File: src/rtl/rtg_pkg.sv
package rtg_pkg;
  // strobes from the counter control to the address datapath
  typedef struct packed {
    logic lineEnd;   // last character clock of a line
    logic charStep;  // displayed character, address advances
    logic rowStep;   // last raster of a row, row base advances
    logic newBlock;  // next clock is first clock of a new block
  } rtgStrobe_t;

  localparam logic [3:0] IDX_HTOT   = 4'd0;
  localparam logic [3:0] IDX_HDISP  = 4'd1;
  localparam logic [3:0] IDX_HPOS   = 4'd2;
  localparam logic [3:0] IDX_SYNCW  = 4'd3;
  localparam logic [3:0] IDX_VTOT   = 4'd4;
  localparam logic [3:0] IDX_VADJ   = 4'd5;
  localparam logic [3:0] IDX_VDISP  = 4'd6;
  localparam logic [3:0] IDX_VPOS   = 4'd7;
  localparam logic [3:0] IDX_MAXRAS = 4'd8;
  localparam logic [3:0] IDX_STHI   = 4'd9;
  localparam logic [3:0] IDX_STLO   = 4'd10;
  localparam int unsigned NUM_REGS  = 11;
endpackage

File: src/rtl/rtg_regs.sv
module rtg_regs
  import rtg_pkg::*;
#(
  parameter int unsigned DW = 8,
  localparam int unsigned AW = 2 * DW
) (
  input  logic          clk,
  input  logic          rstN,
  input  logic          selStrobe,
  input  logic          dataStrobe,
  input  logic [DW-1:0] busIn,
  output logic [DW-1:0] hTot,
  output logic [DW-1:0] hDisp,
  output logic [DW-1:0] hPos,
  output logic [3:0]    hsWidth,
  output logic [3:0]    vsWidth,
  output logic [DW-1:0] vTot,
  output logic [DW-1:0] vAdj,
  output logic [DW-1:0] vDisp,
  output logic [DW-1:0] vPos,
  output logic [DW-1:0] maxRas,
  output logic [AW-1:0] startAddr
);
  logic [3:0]    selIdx;
  logic [DW-1:0] regFile [NUM_REGS];

  always_ff @(posedge clk) begin
    if (!rstN) selIdx <= '0;
    else if (selStrobe) selIdx <= busIn[3:0];
  end

  // one flop bank per register; unmatched indices write nothing
  for (genvar g = 0; g < NUM_REGS; g++) begin : gReg
    always_ff @(posedge clk) begin
      if (!rstN) regFile[g] <= '0;
      else if (dataStrobe && selIdx == 4'(g)) regFile[g] <= busIn;
    end
  end

  assign hTot      = regFile[IDX_HTOT];
  assign hDisp     = regFile[IDX_HDISP];
  assign hPos      = regFile[IDX_HPOS];
  assign hsWidth   = regFile[IDX_SYNCW][3:0];
  assign vsWidth   = regFile[IDX_SYNCW][DW-1:4];
  assign vTot      = regFile[IDX_VTOT];
  assign vAdj      = regFile[IDX_VADJ];
  assign vDisp     = regFile[IDX_VDISP];
  assign vPos      = regFile[IDX_VPOS];
  assign maxRas    = regFile[IDX_MAXRAS];
  assign startAddr = {regFile[IDX_STHI], regFile[IDX_STLO]};

  // a data write to the sync-row index lands one clock later
  assert_vpos_write_R1: assert property (@(posedge clk) disable iff (!rstN)
    (dataStrobe && selIdx == IDX_VPOS) |=> (vPos == $past(busIn)));
endmodule

File: src/rtl/rtg_ctrl.sv
module rtg_ctrl
  import rtg_pkg::*;
#(
  parameter int unsigned DW = 8
) (
  input  logic          clk,
  input  logic          rstN,
  input  logic [DW-1:0] hTot,
  input  logic [DW-1:0] hDisp,
  input  logic [DW-1:0] hPos,
  input  logic [3:0]    hsWidth,
  input  logic [3:0]    vsWidth,
  input  logic [DW-1:0] vTot,
  input  logic [DW-1:0] vAdj,
  input  logic [DW-1:0] vDisp,
  input  logic [DW-1:0] vPos,
  input  logic [DW-1:0] maxRas,
  output rtgStrobe_t    strb,
  output logic          hSync,
  output logic          vSync,
  output logic          dispEn
);
  localparam int unsigned VSW = 5;  // holds widths up to 16

  logic [DW-1:0]  hCnt, rasCnt, rowCnt, adjCnt, nextRow;
  logic           inAdj;
  logic [3:0]     hsCnt;
  logic [VSW-1:0] vsCnt;
  logic lineEnd, lastRas, blockEnd, adjDone, newBlock, rowStep, vsTrig, hsStart;

  always_comb begin
    lineEnd  = (hCnt == hTot);
    lastRas  = (rasCnt == maxRas);
    blockEnd = lineEnd && !inAdj && lastRas && (rowCnt == vTot);
    adjDone  = lineEnd && inAdj && (adjCnt == vAdj - 1'b1);
    newBlock = (blockEnd && vAdj == '0) || adjDone;
    rowStep  = lineEnd && !inAdj && lastRas && (rowCnt != vTot);
    nextRow  = newBlock ? '0 : rowCnt + 1'b1;
    vsTrig   = (newBlock || rowStep) && (nextRow == vPos);
    hsStart  = (hCnt == hPos) && (hsWidth != '0);
  end

  always_ff @(posedge clk) begin
    if (!rstN) begin
      hCnt   <= '0;
      rasCnt <= '0;
      rowCnt <= '0;
      adjCnt <= '0;
      inAdj  <= 1'b0;
    end else begin
      hCnt <= lineEnd ? '0 : hCnt + 1'b1;
      if (newBlock) begin
        rowCnt <= '0;
        rasCnt <= '0;
        adjCnt <= '0;
        inAdj  <= 1'b0;
      end else if (blockEnd) begin
        inAdj  <= 1'b1;
        adjCnt <= '0;
      end else if (lineEnd && inAdj) begin
        adjCnt <= adjCnt + 1'b1;
      end else if (rowStep) begin
        rowCnt <= rowCnt + 1'b1;
        rasCnt <= '0;
      end else if (lineEnd) begin
        rasCnt <= rasCnt + 1'b1;
      end
    end
  end

  // sync width down-counters
  always_ff @(posedge clk) begin
    if (!rstN) begin
      hsCnt <= '0;
      vsCnt <= '0;
    end else begin
      if (hsStart) hsCnt <= hsWidth - 4'd1;
      else if (hsCnt != '0) hsCnt <= hsCnt - 4'd1;
      if (lineEnd) begin
        if (vsTrig) vsCnt <= (vsWidth == '0) ? VSW'(16) : {1'b0, vsWidth};
        else if (vsCnt != '0) vsCnt <= vsCnt - 1'b1;
      end
    end
  end

  assign hSync  = hsStart || (hsCnt != '0);
  assign vSync  = (vsCnt != '0);
  assign dispEn = (hCnt < hDisp) && (rowCnt < vDisp);

  assign strb.lineEnd  = lineEnd;
  assign strb.charStep = !lineEnd && (hCnt < hDisp);
  assign strb.rowStep  = rowStep;
  assign strb.newBlock = newBlock;

  // a sync pulse can only begin on the programmed character
  assert_hsync_start_R3: assert property (@(posedge clk) disable iff (!rstN)
    $rose(hSync) |-> (hCnt == hPos));
  // vertical sync rises on the first character of the sync row
  assert_vsync_row_R5: assert property (@(posedge clk) disable iff (!rstN)
    $rose(vSync) |-> (hCnt == '0 && rowCnt == $past(vPos)));
  // adjust phase begins right after the last raster of the last row
  assert_adjust_entry_R4: assert property (@(posedge clk) disable iff (!rstN)
    $rose(inAdj) |-> (hCnt == '0 && rasCnt == $past(maxRas)));
endmodule

File: src/rtl/rtg_addr.sv
module rtg_addr
  import rtg_pkg::*;
#(
  parameter int unsigned DW = 8,
  localparam int unsigned AW = 2 * DW
) (
  input  logic          clk,
  input  logic          rstN,
  input  rtgStrobe_t    strb,
  input  logic [DW-1:0] hDisp,
  input  logic [AW-1:0] startAddr,
  output logic [AW-1:0] memAddr
);
  logic [AW-1:0] rowBase, nextBase;

  assign nextBase = rowBase + {{(AW-DW){1'b0}}, hDisp};

  always_ff @(posedge clk) begin
    if (!rstN) begin
      rowBase <= '0;
      memAddr <= '0;
    end else if (strb.newBlock) begin
      rowBase <= startAddr;
      memAddr <= startAddr;
    end else if (strb.rowStep) begin
      rowBase <= nextBase;
      memAddr <= nextBase;
    end else if (strb.lineEnd) begin
      memAddr <= rowBase;
    end else if (strb.charStep) begin
      memAddr <= memAddr + 1'b1;
    end
  end

  // block start takes the start address that was programmed
  assert_start_load_R7: assert property (@(posedge clk) disable iff (!rstN)
    strb.newBlock |=> (memAddr == $past(startAddr)));
  // displayed characters step the address by one
  assert_char_step_R9: assert property (@(posedge clk) disable iff (!rstN)
    strb.charStep |=> (memAddr == $past(memAddr) + 1'b1));
endmodule

File: src/rtl/raster_timing_gen.sv
module raster_timing_gen
  import rtg_pkg::*;
#(
  parameter int unsigned DW = 8,
  localparam int unsigned AW = 2 * DW
) (
  input  logic          clk,
  input  logic          rstN,
  input  logic          selStrobe,
  input  logic          dataStrobe,
  input  logic [DW-1:0] busIn,
  output logic          hSync,
  output logic          vSync,
  output logic          dispEn,
  output logic [AW-1:0] memAddr
);
  logic [DW-1:0] hTot, hDisp, hPos, vTot, vAdj, vDisp, vPos, maxRas;
  logic [3:0]    hsWidth, vsWidth;
  logic [AW-1:0] startAddr;
  rtgStrobe_t    strb;

  rtg_regs #(.DW(DW)) u_regs (
    .clk(clk), .rstN(rstN), .selStrobe(selStrobe), .dataStrobe(dataStrobe),
    .busIn(busIn), .hTot(hTot), .hDisp(hDisp), .hPos(hPos),
    .hsWidth(hsWidth), .vsWidth(vsWidth), .vTot(vTot), .vAdj(vAdj),
    .vDisp(vDisp), .vPos(vPos), .maxRas(maxRas), .startAddr(startAddr)
  );

  rtg_ctrl #(.DW(DW)) u_ctrl (
    .clk(clk), .rstN(rstN), .hTot(hTot), .hDisp(hDisp), .hPos(hPos),
    .hsWidth(hsWidth), .vsWidth(vsWidth), .vTot(vTot), .vAdj(vAdj),
    .vDisp(vDisp), .vPos(vPos), .maxRas(maxRas), .strb(strb),
    .hSync(hSync), .vSync(vSync), .dispEn(dispEn)
  );

  rtg_addr #(.DW(DW)) u_addr (
    .clk(clk), .rstN(rstN), .strb(strb), .hDisp(hDisp),
    .startAddr(startAddr), .memAddr(memAddr)
  );
endmodule

File: config.mk
export PLATFORM = sky130hd
export DESIGN_NAME = raster_timing_gen
export DESIGN_NICKNAME = d
export VERILOG_FILES = /design/src/rtl/rtg_pkg.sv /design/src/rtl/rtg_regs.sv /design/src/rtl/rtg_ctrl.sv /design/src/rtl/rtg_addr.sv /design/src/rtl/raster_timing_gen.sv
export SDC_FILE = /design/constraint.sdc
export NUM_CORES = 1
export LEC_CHECK = 0
export ABC_AREA = 1
export BUFFER_PORTS_ARGS = -buffer_cell sky130_fd_sc_hd__buf_2
export CAP_MARGIN = 20
export CORE_AREA = 2 2 92 182
export CTS_BUF_LIST = sky130_fd_sc_hd__clkbuf_4 sky130_fd_sc_hd__clkbuf_8
export CTS_CLUSTER_DIAMETER = 30
export DETAILED_ROUTE_END_ITERATION = 8
export DIE_AREA = 0 0 94 184
export GPL_ROUTABILITY_DRIVEN = 0
export HOLD_SLACK_MARGIN = 0.06
export PLACE_DENSITY_LB_ADDON = 0.1
export SYNTH_ARGS = -nofsm -noshare
export SYNTH_HDL_FRONTEND = slang
export SYNTH_SLANG_ARGS = --single-unit
File: constraint.sdc
create_clock -name clk -period 2.7 [get_ports clk]
set_input_delay 0.27 -clock clk [delete_from_list [all_inputs] [get_ports clk]]
set_output_delay 0.27 -clock clk [all_outputs]
set_load 0.02 [all_outputs]
=== Word-level counts from Yosys, hierarchy flattened ===
Memories as Yosys holds them, arrays and structs flattened.
Index checks and enable logic that the tools add are counted.

* $add $sub $neg: 10
* $mul: 0
* Div/mod/pow operators: 0
* $lt $le $gt $ge: 2
* Eq/ne operators: 17
* Shift-type cells: 0
* Multiplexer cells: 59
* Bitwise logic cells: 14
* Reduce and logical (&&, ||, !) cells: 44

{| class="wikitable"
|+ Operators with widths
! operator !! number
|-
| $mux W8 || 14
|-
| $mux W16 || 6
|-
| $eq A8 B8 Y1 || 6
|-
| $mux W1 || 34
|-
| $add A8 B1 Y8 const B || 4
|-
| $logic_and A1 B1 Y1 || 22
|-
| $add A16 B1 Y16 const B || 1
|-
| $add A16 B8 Y16 || 1
|-
| $eq A4 B3 Y1 const B || 4
|-
| $lt A8 B8 Y1 || 2
|-
| $mux W5 || 3
|-
| $eq A4 B4 Y1 const B || 3
|-
| $reduce_bool A4 Y1 || 3
|-
| $or A1 B1 Y1 || 11
|-
| $eq A4 B2 Y1 const B || 2
|-
| $logic_not A4 Y1 || 2
|-
| $logic_not A8 Y1 || 1
|-
| $mux W4 || 2
|-
| $ne A8 B8 Y1 || 1
|-
| $reduce_bool A2 Y1 || 4
|-
| $sub A4 B1 Y4 const B || 2
|-
| $sub A8 B1 Y8 const B || 1
|-
| $reduce_and A3 Y1 || 2
|-
| $reduce_bool A5 Y1 || 1
|-
| other kinds (8) || 14
|}

* Register bits after elaboration: 78
* Latch bits: 0
* RAM bits: 88
* Bits in read-only memories: 0
* Input port bits: 12
* Output and inout port bits: 19
* Logic and storage cells: 157
* Memories: 1

{| class="wikitable"
|+ Memories
! name !! words !! width !! rd ports !! clocked after Yosys merged registers in !! wr ports !! line !! RTL
|-
| u_regs.regFile || 11 || 8 || 11 || 0 || 11 || rtg_regs.sv:25 || <nowiki>logic [DW-1:0] regFile [NUM_REGS];</nowiki>
|}

=== Depth between registers and ports, before layout ===
Gate-level depths: netlist (run 1).

* Depth in word-level cells: 11
* Gate-level depth with buffers: 24
* Depth with buffers taken out: 24

=== Modules after synthesis ===
A second synthesis (run 1) with hierarchy kept.

* Cell total of the unflattened synthesis: 1281
* Area total of the unflattened synthesis: 9706.8 um2

{| class="wikitable"
|+ Modules (own cells, without submodules)
! module !! instances !! cells an instance !! area an instance (um2) !! seq. area each (um2)
|-
| rtg_ctrl || 1 || 588 || 3711.1 || 840.8
|-
| rtg_regs || 1 || 255 || 3379.5 || 2722.6
|-
| rtg_addr || 1 || 438 || 2616.3 || 640.6
|}

=== Least setup slack after synthesis (run 1) ===
No wires, ideal clock.

* Kind: register -> register
* Start: memory u_regs.regFile[1][0], in the netlist u_regs.regFile[0][8]
* End: register u_addr.rowBase[14]
* Setup time: 0.057 ns
* Data arrival time: 2.380 ns
* Data required time: 2.643 ns
* Setup slack: 0.263 ns
* Cell stages (with the launch flop): 14
* Path buffers: 0
* Clock period less this slack: 2.437 ns
* Cell sequence: edfxtp_1 -> ha_1 -> inv_1 -> fa_1 -> nor2_1 -> nand2_1 -> o211ai_1 -> nand3_1 -> a21oi_1 -> nand4_1 -> or2_2 -> a21oi_1 -> o21ai_0 -> inv_1

{| class="wikitable"
|+ RTL lines
! item !! line !! RTL
|-
| start, declared || rtg_regs.sv:25 ||
|-
| end signal, assigned || rtg_addr.sv:23 || <nowiki>rowBase <= startAddr;</nowiki>
|-
| end signal, assigned || rtg_addr.sv:26 || <nowiki>rowBase <= nextBase;</nowiki>
|-
| end, declared || rtg_addr.sv:14 || <nowiki>logic [AW-1:0] rowBase, nextBase;</nowiki>
|}

==> flow_metrics.py, run 1 <==
metrics = {
    "sta": {
        "finalSetupTns_ns": 0,
        "fmax_mhz": 377,
        "final-setup-viol-count": 0,
        "final.hold.worst_slack_ns": 0.117,
        "final_worst_path_setup_slack_ns": 0.0506,
        "clock_skew_ns": 0.0133,
        "worst-slew-pin-transition_ns": 1.12,
        "layout_min_cycle_time_ns": 2.65,
        "report.final.slew_viol_count": 0,
        "relSlewSlack_pct": 24.3,
        "hold_violations": 0,
        "unrepaired_setup_endpoints_after_global_routing": "yes",
        "finalCritPeriodShare_pct": 98.1,
    },
    "floorplan": {
        "placeableCoreArea_sq_mm": 0.0159,
        "initial_core_utilization_pct": 58.9,
        "design.die.area_sq_mm": 0.0173,
        "io_pins": 31,
        "placement_rows": 65,
        "fp.dieH_microns": 184,
        "die_w_microns": 94,
    },
    "global_routing": {
        "grt_pass1_vias": 8222,
        "grt_first_pass_wirelength_microns": 39700,
        "antenna_found_initial": 0,
        "grt.total_usage_pct": 30.5,
        "globalRoute.totalOverflow": 0,
        "grt_max_degree": 31,
    },
    "yosys": {
        "ys_ff_latch": 166,
        "synthDominantAreaCellType": "edfxtp_1",
        "dominant_cells_by_area_after_synthesis": "edfxtp_1 (28%), dfxtp_1 (17%), nand2_1 (11%), nor2_1 (7.6%), inv_1 (5.8%)",
        "synthesis.area_per_instance_sq_um": 7.80,
        "synth_nets": 1243,
        "postSynthCellCount": 1198,
        "synth_warnings": 0,
        "seq_area_frac_synth_pct": 45.0,
        "synth-main-ff-cell": "edfxtp_1",
        "synth_enable_flop_cells": 88,
        "synth.top_cell.area_share_pct": 28.3,
        "syn-cell-area_sq_mm": 0.00934,
        "synth_cell_type_count": 49,
        "synth_async_sr_flop_share_pct": 0,
    },
    "place": {
        "post_dp_cell_area_sq_mm": 0.00992,
        "pre_cts_ws_ns": 0.0356,
        "post-dp-hpwl_microns": 19100,
        "dpl.cell_count": 1437,
        "port_buffers": 30,
    },
    "pwr": {
        "power.leakage_uw": 0.00474,
        "power.density_mw_per_mm2": 486,
        "ir_drop_uv": 477,
    },
    "setup_path": {
        "setup.worst_path.end_class": "register",
        "timing.setup.critical_path_class": "register to register",
        "register_to_register_setup_slack_ns": 0.05,
        "timing.reg2reg.worst_path_depth": 20,
        "critPathMaxFanout": 5,
        "critPathArrivalTime_ns": 3.02,
        "cp_data_required_time_ns": 3.07,
        "setup.worst_path.start_class": "register",
    },
    "cts": {
        "clock_sink_count": 166,
        "cts.reportedPaths.clkPinSlew_ns": 0.10,
        "clock_path_buffers": 2,
        "clock_tree_from_tritoncts": "done",
        "cts.root.buffer_cell": "clkbuf_8",
        "cts-htree-levels": 4,
        "worst_skew_late_latency_ns": 0.46,
        "tritoncts.num_buffers": 17,
    },
    "route": {
        "detailroute.via_count": 8427,
        "route.final.wire_length_microns": 26200,
        "drt_iter0_markers": 577,
        "drt-vias-per-instance": 5.67,
        "ant_nets": 0,
        "drt-wirelength-per-cell_microns": 17.7,
        "dr.pass1.iters": 5,
        "drt_drc_violations_left": 0,
    },
    "cells_and_area": {
        "antenna-diode-count": 0,
        "final_layout_size_suffix_gt1_share_pct": 16.8,
        "flow.area_growth_from_synthesis_pct": 15.1,
        "post_layout_nonfiller_instances": 1485,
        "final_std_cell_area_no_fill_sq_mm": 0.0107,
        "nets": 1316,
    },
    "run_status": {
        "run_status": "complete, no violations",
    },
    "run": {
        "max_cap_violations": 0,
    },
    "hold_path": {
        "min_path_cells": 2,
        "timing.hold.worst.class": "input port to register",
    },
}
## repair_timing
action                                  CTS  global route
setup buffers                             0            12
hold buffers                              0             0
resized for setup                         1            83
endpoints found under the setup margin    1            31
pin swaps                                 0            28
endpoints found under the hold margin     0             0
cloned                                    0             4
## kinds of logic after synthesis
group,count (synthesis),synth area share [%]
AND/OR/NAND/NOR,607,28.3
flip-flops,166,45.0
XOR/XNOR,49,4.68
buffers and inverters,187,7.81
AO/OA/AOI/OAI,156,9.74
adder cells (fa/ha/maj),33,4.50
## layout by cell type (no fill, tap or decap), drive strengths merged, types with 5 or more instances in the layout
cell type  count
clkbuf        20
a21oi         58
nand2        281
nand4         25
nor3          19
a22oi          5
xnor2          8
nand3         69
ha            32
dfxtp         78
nor2         196
clkinv         9
or2            7
a31oi          7
a211oi         6
edfxtp        88
o21ai         46
nor4           8
xor2          41
buf           79
o211ai        17
inv          160
## state kept, by name, summed over array words and instances (netlist names)
register        flops
u_ctrl.rowCnt       8
u_regs.selIdx       4
u_addr.memAddr     16
u_ctrl.vsCnt        5
u_ctrl.hsCnt        4
u_ctrl.inAdj        1
u_ctrl.hCnt         8
u_addr.rowBase     16
u_regs.regFile     88
u_ctrl.adjCnt       8
u_ctrl.rasCnt       8
## power breakdown
group | total [uW] | switching [uW] | internal, uW
clock | 1720 | 966 | 750
sequential | 2840 | 79.8 | 2760
combinational | 665 | 446 | 220
## critical path: stages, from the launching register on
cell and delay (ns):
edfxtp_1 0.41, inv_2 0.13, ha_4 0.20, nand2_4 0.07, nand2_1 0.07, nand2_1 0.06
nand2_2 0.09, nand2_2 0.06, inv_1 0.08, nand2_2 0.06, nor2_4 0.15, nand3_4 0.13
clkbuf_16 0.19, nand4_2 0.09, nand2_2 0.08, nor2_1 0.13, nand3_1 0.16, o21ai_0 0.18
nand2_1 0.07, nor2_1 0.10, nor2_1 0.05
## synthesized netlist by cell type, drive strengths merged, types with 18 or more instances
master	instances
edfxtp	88
a21oi	58
nand4	25
clkbuf	18
dfxtp	78
nand3	68
o21ai	46
xor2	41
ha	32
nor2	196
nand2	280
nor3	19
inv	155
## per-layer routing
| layer | GRT usage (%) | routed length, microns |
|---|---|---|
| met5 | 0 | 0 |
| met4 | 22.1 | 1940 |
| met3 | 4.39 | 1150 |
| met2 | 57.8 | 14500 |
| met1 | 28.7 | 8650 |
## cell type report
type | instances | area [sq um]
Inverter | 157 | 601
Tap cell | 201 | 251
Sequential cell | 166 | 4210
Timing Repair Buffer | 81 | 586
Timing Repair inverter | 1 | 5.00
Fill cell | 1372 | 5110
Clock inverter | 14 | 125
Clock buffer | 18 | 241
Multi-Input combinational cell | 847 | 4730
## final timing paths
| kind | startpoint | end |
|---|---|---|
| max reg2reg | u_regs.regFile[1][9]$_SDFFCE_PN0P_ | u_ctrl.vsCnt[4]$_SDFFE_PN0P_ |
| min reg2reg | u_addr.rowBase[3]$_SDFFE_PN0P_ | u_addr.rowBase[3]$_SDFFE_PN0P_ |
| min | selStrobe | u_regs.selIdx[0]$_SDFFE_PN0P_ |
| max | u_regs.regFile[1][9]$_SDFFCE_PN0P_ | u_ctrl.vsCnt[4]$_SDFFE_PN0P_ |
## stage by stage
stage	util, %	total power [uW]
after floorplan	-	3300
after global placement	62.5	3510
after detailed placement	62.5	3520
after CTS	64.9	5210
after global routing	67.8	5420
final	67.8	5220
No activity file was read; power rests on OpenSTA's default activity.
==> inputs of run 2 (changes only) <==
- CAP_MARGIN: 20 -> unset
- CTS_CLUSTER_DIAMETER: 30 -> unset
- PLACE_DENSITY: unset -> 0.81
- PLACE_DENSITY_LB_ADDON: 0.1 -> unset
==> run 2 against run 1 <==
Net effect: the flow now finishes with violations (setup timing); critical path type unchanged; fmax decreased by 3.3%; sequential cell count unchanged; clock skew grew 0.0020 ns; final area down 0.91%; critical endpoint is now u_ctrl.vsCnt[0]$_SDFFE_PN0P_.
==> flow_metrics.py, run 2 (synthesis results as in run 1) <==
metrics = {
    "setup_path": {
        "cp_data_required_time_ns": 3.10,
        "cp.buffers_inverters": 3,
        "register_to_register_setup_slack_ns": -0.04,
        "cp_cell_sequence": "inv_2 -> nand3_1 -> nor2_2 -> xor2_2 -> nor2_2 -> nand3_4 -> buf_12 -> buf_4 -> nand3_1 -> nand2_1 -> nand2_1 -> nor2_2 -> nand3_4 -> nand2_4 -> nand2_8 -> nand2_1 -> nand2_1 -> nor2_1",
        "critical-path-top-delay-family": "simple AND/OR/NAND/NOR gates",
        "max_stage_delay_ns": 0.52,
        "critPathMaxFanout": 14,
        "setup.worst_path.end_class": "register",
        "crit_slowest_cell": "edfxtp_1",
        "critPathArrivalTime_ns": 3.14,
        "critical-path-top-cell-by-count": "nand2_1",
        "setup.worst_path.start_class": "register",
        "timing.setup.critical_path_class": "register to register",
    },
    "place": {
        "pre_cts_ws_ns": 0.0105,
        "post_dp_cell_area_sq_mm": 0.00985,
        "port_buffers": 30,
        "post-dp-hpwl_microns": 17500,
    },
    "cells_and_area": {
        "final_layout_size_suffix_gt1_share_pct": 15.2,
        "flow.area_growth_from_synthesis_pct": 14.0,
        "regMostFlops": "u_regs.regFile",
        "final_std_cell_area_no_fill_sq_mm": 0.0106,
        "most-common-layout-cells": "nand2_1 (267), nor2_1 (180), inv_1 (140)",
        "nets": 1309,
        "largest_register_ffs": 88,
        "final_common_cell": "nand2_1",
        "antenna-diode-count": 0,
        "reg_top3": "u_regs.regFile x88, u_addr.memAddr x16, u_addr.rowBase x16",
        "num-fill-cells": 1288,
    },
    "global_routing": {
        "grt_first_pass_wirelength_microns": 38100,
        "globalRoute.totalOverflow": 0,
        "antenna_found_initial": 0,
        "grt.total_usage_pct": 28.7,
        "grt_pass1_vias": 8254,
        "grt_max_degree": 59,
    },
    "floorplan": {
        "fp.dieH_microns": 184,
        "initial_core_utilization_pct": 58.9,
        "die_w_microns": 94,
        "placement_rows": 65,
        "design.die.area_sq_mm": 0.0173,
        "placeableCoreArea_sq_mm": 0.0159,
        "io_pins": 31,
    },
    "run_status": {
        "run_status": "finished, violations left",
        "violations_in_the_final_reports": "setup timing",
    },
    "sta": {
        "worst-slew-pin-transition_ns": 0.755,
        "layout_min_cycle_time_ns": 2.74,
        "fmax_mhz": 365,
        "unrepaired_setup_endpoints_after_global_routing": "yes",
        "finalCritPeriodShare_pct": 101,
        "clock_skew_ns": 0.0154,
        "report.final.slew_viol_count": 0,
        "relSlewSlack_pct": 49.6,
        "hold_violations": 0,
        "final_worst_path_setup_slack_ns": -0.0397,
        "final-setup-viol-count": 4,
    },
    "cts": {
        "cts-htree-levels": 4,
        "worst_skew_late_latency_ns": 0.47,
        "clock_path_buffers": 2,
        "tritoncts.num_buffers": 17,
        "cts.root.buffer_cell": "clkbuf_8",
        "cts.reportedPaths.clkPinSlew_ns": 0.10,
        "clock_tree_from_tritoncts": "done",
        "clock_sink_count": 166,
    },
    "route": {
        "drt_drc_violations_left": 0,
        "detailroute.via_count": 8466,
        "drt-vias-per-instance": 5.73,
        "route.final.wire_length_microns": 25000,
        "drt_iter0_markers": 543,
        "dr.pass1.iters": 5,
        "drt-wirelength-per-cell_microns": 16.9,
        "ant_nets": 0,
    },
    "pwr": {
        "totalPowerFinal_uw": 5580,
        "power.density_mw_per_mm2": 524,
        "power.leakage_uw": 0.00468,
        "ir_drop_uv": 407,
    },
    "run": {
        "max_cap_violations": 0,
    },
    "hold_path": {
        "timing.hold.worst.class": "input port to register",
    },
}
[run 2: cell count changes in the layout (fill, tap and decap cells not counted), moves of 3 or more]
cell	previous run	this run
o21ai_1	1	4
nand2_2	17	10
clkinv_2	3	0
inv_2	16	13
nor2_4	7	4
dfxtp_1	77	73
inv_1	137	140
clkinv_4	4	1
dfxtp_2	0	5
bufinv_16	1	5
nand2_1	258	267
clkinvlp_4	1	4
nand2_4	5	2
[run 2: final timing paths]
check / depth (start not counted) / start / endpoint
max reg2reg: 18 / u_regs.regFile[1][10]$_SDFFCE_PN0P_ / u_ctrl.vsCnt[0]$_SDFFE_PN0P_
max: 18 / u_regs.regFile[1][10]$_SDFFCE_PN0P_ / u_ctrl.vsCnt[0]$_SDFFE_PN0P_
min: 4 / rstN / u_addr.rowBase[9]$_SDFFE_PN0P_
min reg2reg: 1 / u_ctrl.hCnt[0]$_SDFF_PP0_ / u_ctrl.hCnt[0]$_SDFF_PP0_
[run 2: per-stage QoR]
stage / setup TNS (ns) / utilization, % / hold WS (ns) / instances
final: -0.0976 / 67.1 / 0.247 / 1478
after global placement: 0 / 62.1 / 0.462 / 1430
after detailed placement: 0 / 62.1 / 0.470 / 1430
after global routing: -1.80 / 67.1 / 0.259 / 1478
after floorplan: 0 / - / 0.360 / 1198
after CTS: 0 / 65.1 / 0.235 / 1463
[run 2: layout make-up]
class	count	area (sq um)	area share (%)
Inverter	157	601	5.64
Sequential cell	166	4210	39.5
Clock inverter	14	220	2.07
Clock buffer	18	241	2.27
Multi-Input combinational cell	845	4610	43.3
Tap cell	201	251	2.36
Timing Repair Buffer	76	513	4.82
Timing Repair inverter	1	5.00	0.0470
[run 2: per-layer routing]
layer	track usage, %	vias up	wire (microns)
met2	52.4	342	13300
li1	-	4056	-
met4	18.7	0	1610
met3	5.17	119	1310
met5	0	-	0
met1	28.8	3949	8730
[run 2: tightest hold or removal path, delay by kind of cell]
| family | cells | cell delay, ns |
|---|---|---|
| AO/OA/AOI/OAI | 1 | 0.05 |
| buffers and inverters | 3 | 0.35 |
[run 2: report_power, final]
group	switching [uW]	internal, uW	leakage [uW]
clock	975	1120	0.000225
combinational	426	209	0.00290
sequential	81.3	2760	0.00155
total	1480	4100	0.00468
[run 2: repair_timing]
action                     CTS  global route
setup endpoints to repair    5            34
pin swaps                    0            18
hold endpoints to repair     1             0
setup buffers                0            14
cloned                       0             1
hold buffers                 1             0
gates resized for setup      2            56
==> inputs of run 3 (changes only) <==
- BUFFER_PORTS_ARGS: -buffer_cell sky130_fd_sc_hd__buf_2 -> -buffer_cell sky130_fd_sc_hd__clkbuf_2
==> run 3 against run 2 <==
Net effect: the run still ends with setup timing left; cell count about the same; worst hold slack got worse by 0.17 ns; fmax rose by 0.82%; wire length increased by 0.87%; power fell by 5.6%; worst setup slack better by 0.022 ns; sequential power is essentially flat; critical endpoint is now u_ctrl.vsCnt[4]$_SDFFE_PN0P_.
==> flow_metrics.py, run 3 (synthesis results as in run 1) <==
metrics = {
    "pwr": {
        "power.density_mw_per_mm2": 498,
        "power.leakage_uw": 0.00468,
        "p_int_uw": 3800,
        "power.share.sequential_pct": 54.0,
        "netSwitchingFraction_pct": 27.8,
        "net-switching-power_uw": 1460,
        "ir_drop_uv": 296,
        "totalPowerFinal_uw": 5260,
        "clock_power_share_pct": 33.7,
        "power.combinational.fraction_pct": 12.3,
    },
    "cts": {
        "clock_sink_count": 166,
        "cts-htree-levels": 4,
        "worst_skew_late_latency_ns": 0.46,
        "cts.root.buffer_cell": "clkbuf_8",
        "cts_hold_buffers": 0,
        "clock_path_buffers": 2,
        "clock_tree_from_tritoncts": "done",
        "tritoncts.num_buffers": 17,
        "cts.reportedPaths.clkPinSlew_ns": 0.09,
    },
    "global_routing": {
        "grt.total_usage_pct": 29.0,
        "grt_first_pass_wirelength_microns": 38500,
        "grt_pass1_vias": 8177,
        "grt_max_degree": 24,
        "globalRoute.totalOverflow": 0,
        "antenna_found_initial": 0,
    },
    "route": {
        "detailroute.via_count": 8505,
        "route.final.wire_length_microns": 25200,
        "drt-wirelength-per-cell_microns": 17.0,
        "drt-vias-per-instance": 5.75,
        "dr.pass1.iters": 6,
        "drt_drc_violations_left": 0,
        "ant_nets": 0,
        "drt_iter0_markers": 709,
    },
    "cells_and_area": {
        "final_common_cell": "nand2_1",
        "flow.area_growth_from_synthesis_pct": 13.2,
        "multi_input_comb_area_sq_mm": 0.00457,
        "area.sequential_sq_mm": 0.00421,
        "regMostFlops": "u_regs.regFile",
        "reg_top3": "u_regs.regFile x88, u_addr.memAddr x16, u_addr.rowBase x16",
        "final_layout_size_suffix_gt1_share_pct": 14.9,
        "largest_register_ffs": 88,
        "antenna-diode-count": 0,
        "nets": 1310,
        "most-common-layout-cells": "nand2_1 (262), nor2_1 (182), inv_1 (141)",
        "num-fill-cells": 1303,
    },
    "floorplan": {
        "io_pins": 31,
        "fp.dieH_microns": 184,
        "design.die.area_sq_mm": 0.0173,
        "placeableCoreArea_sq_mm": 0.0159,
        "placement_rows": 65,
        "initial_core_utilization_pct": 58.9,
        "die_w_microns": 94,
    },
    "sta": {
        "final-setup-viol-count": 4,
        "worst-slew-pin-transition_ns": 1.17,
        "finalSetupTns_ns": -0.0513,
        "finalCritPeriodShare_pct": 101,
        "final_worst_path_setup_slack_ns": -0.0173,
        "layout_min_cycle_time_ns": 2.72,
        "fmax_mhz": 368,
        "clock_skew_ns": 0.0155,
        "hold_violations": 0,
        "report.final.slew_viol_count": 0,
        "relSlewSlack_pct": 20.9,
        "unrepaired_setup_endpoints_after_global_routing": "yes",
    },
    "run_status": {
        "violations_in_the_final_reports": "setup timing",
        "run_status": "finished, violations left",
    },
    "setup_path": {
        "critPathArrivalTime_ns": 3.08,
        "setup.worst_path.end_class": "register",
        "timing.setup.critical_path_class": "register to register",
        "cp_data_required_time_ns": 3.06,
        "setup.worst_path.start_class": "register",
        "critPathMaxFanout": 10,
    },
    "place": {
        "port_buffers": 30,
        "pre_cts_ws_ns": 0.0191,
        "post-dp-hpwl_microns": 17700,
    },
    "hold_path": {
        "timing.hold.worst.class": "input port to register",
    },
    "run": {
        "max_cap_violations": 0,
    },
}
==> run 3: layout make-up <==
class / count / share of cell area (%)
inverter: 157 / 5.65
tap: 201 / 2.38
sequential: 166 / 39.8
timing repair buffer: 78 / 5.44
clock inverter: 14 / 1.28
multi-input combinational: 845 / 43.2
clock buffer: 18 / 2.28
==> run 3: worst max-delay path, stage by stage, from the launching register on <==
cell and delay, ns:
edfxtp_1 0.42, inv_2 0.13, ha_4 0.16, inv_1 0.05
nand2_2 0.08, nand3_2 0.10, nand2_2 0.11, nand2_1 0.06
inv_1 0.07, nand2_2 0.07, nor2_4 0.13, nand3_4 0.14
buf_12 0.17, nand4_1 0.12, nand2_1 0.07, inv_1 0.05
nand2_1 0.06, nor2_2 0.13, nand3_4 0.13, nand2_4 0.11
nand2_8 0.08, nor2_1 0.13, nor2_1 0.05
==> run 3: through the flow <==
| step | area, sq um | hold WS [ns] | util, % | cells |
|---|---|---|---|---|
| after global placement | 9840 | 0.480 | 62.1 | 1429 |
| after floorplan | 9340 | 0.360 | - | 1198 |
| after CTS | 10200 | 0.0653 | 64.6 | 1462 |
| after global routing | 10600 | 0.0737 | 66.7 | 1479 |
| after detailed placement | 9840 | 0.493 | 62.1 | 1429 |
| final | 10600 | 0.0782 | 66.7 | 1479 |
==> run 3: repair_timing <==
action,4_1_cts,5_1_grt
gates resized for setup,4,52
gates cloned,0,2
pin swaps,1,24
setup buffers,1,15
endpoints found under the setup margin,3,22
==> run 3: path summary, 6_finish.rpt <==
check / startpoint / to / slack [ns] / cells after the start
max: u_regs.regFile[1][8]$_SDFFCE_PN0P_ / u_ctrl.vsCnt[4]$_SDFFE_PN0P_ / -0.02 / 22
min: selStrobe / u_regs.selIdx[0]$_SDFFE_PN0P_ / 0.08 / 2
max reg2reg: u_regs.regFile[1][8]$_SDFFCE_PN0P_ / u_ctrl.vsCnt[4]$_SDFFE_PN0P_ / -0.02 / 22
min reg2reg: u_ctrl.adjCnt[5]$_SDFFE_PP0P_ / u_ctrl.adjCnt[5]$_SDFFE_PP0P_ / 0.50 / 2
==> run 3: layer usage <==
metal | vias to the layer above | global-route usage, % | wire length [microns]
li1 | 4062 | - | -
met1 | 3978 | 29.7 | 8870
met2 | 339 | 51.9 | 13300
met3 | 126 | 5.37 | 1320
met4 | 0 | 19.9 | 1690
met5 | - | 0 | 0
==> run 3: power groups by stage <==
stage               Clock [uW]  Combinational [uW]  Sequential [uW]
finish                    1770                 649             2840
global route              1880                 725             2850
CTS                       1770                 616             2840
detailed placement           0                 609             2900
global placement             0                 590             2890
floorplan                    0                 391             2910
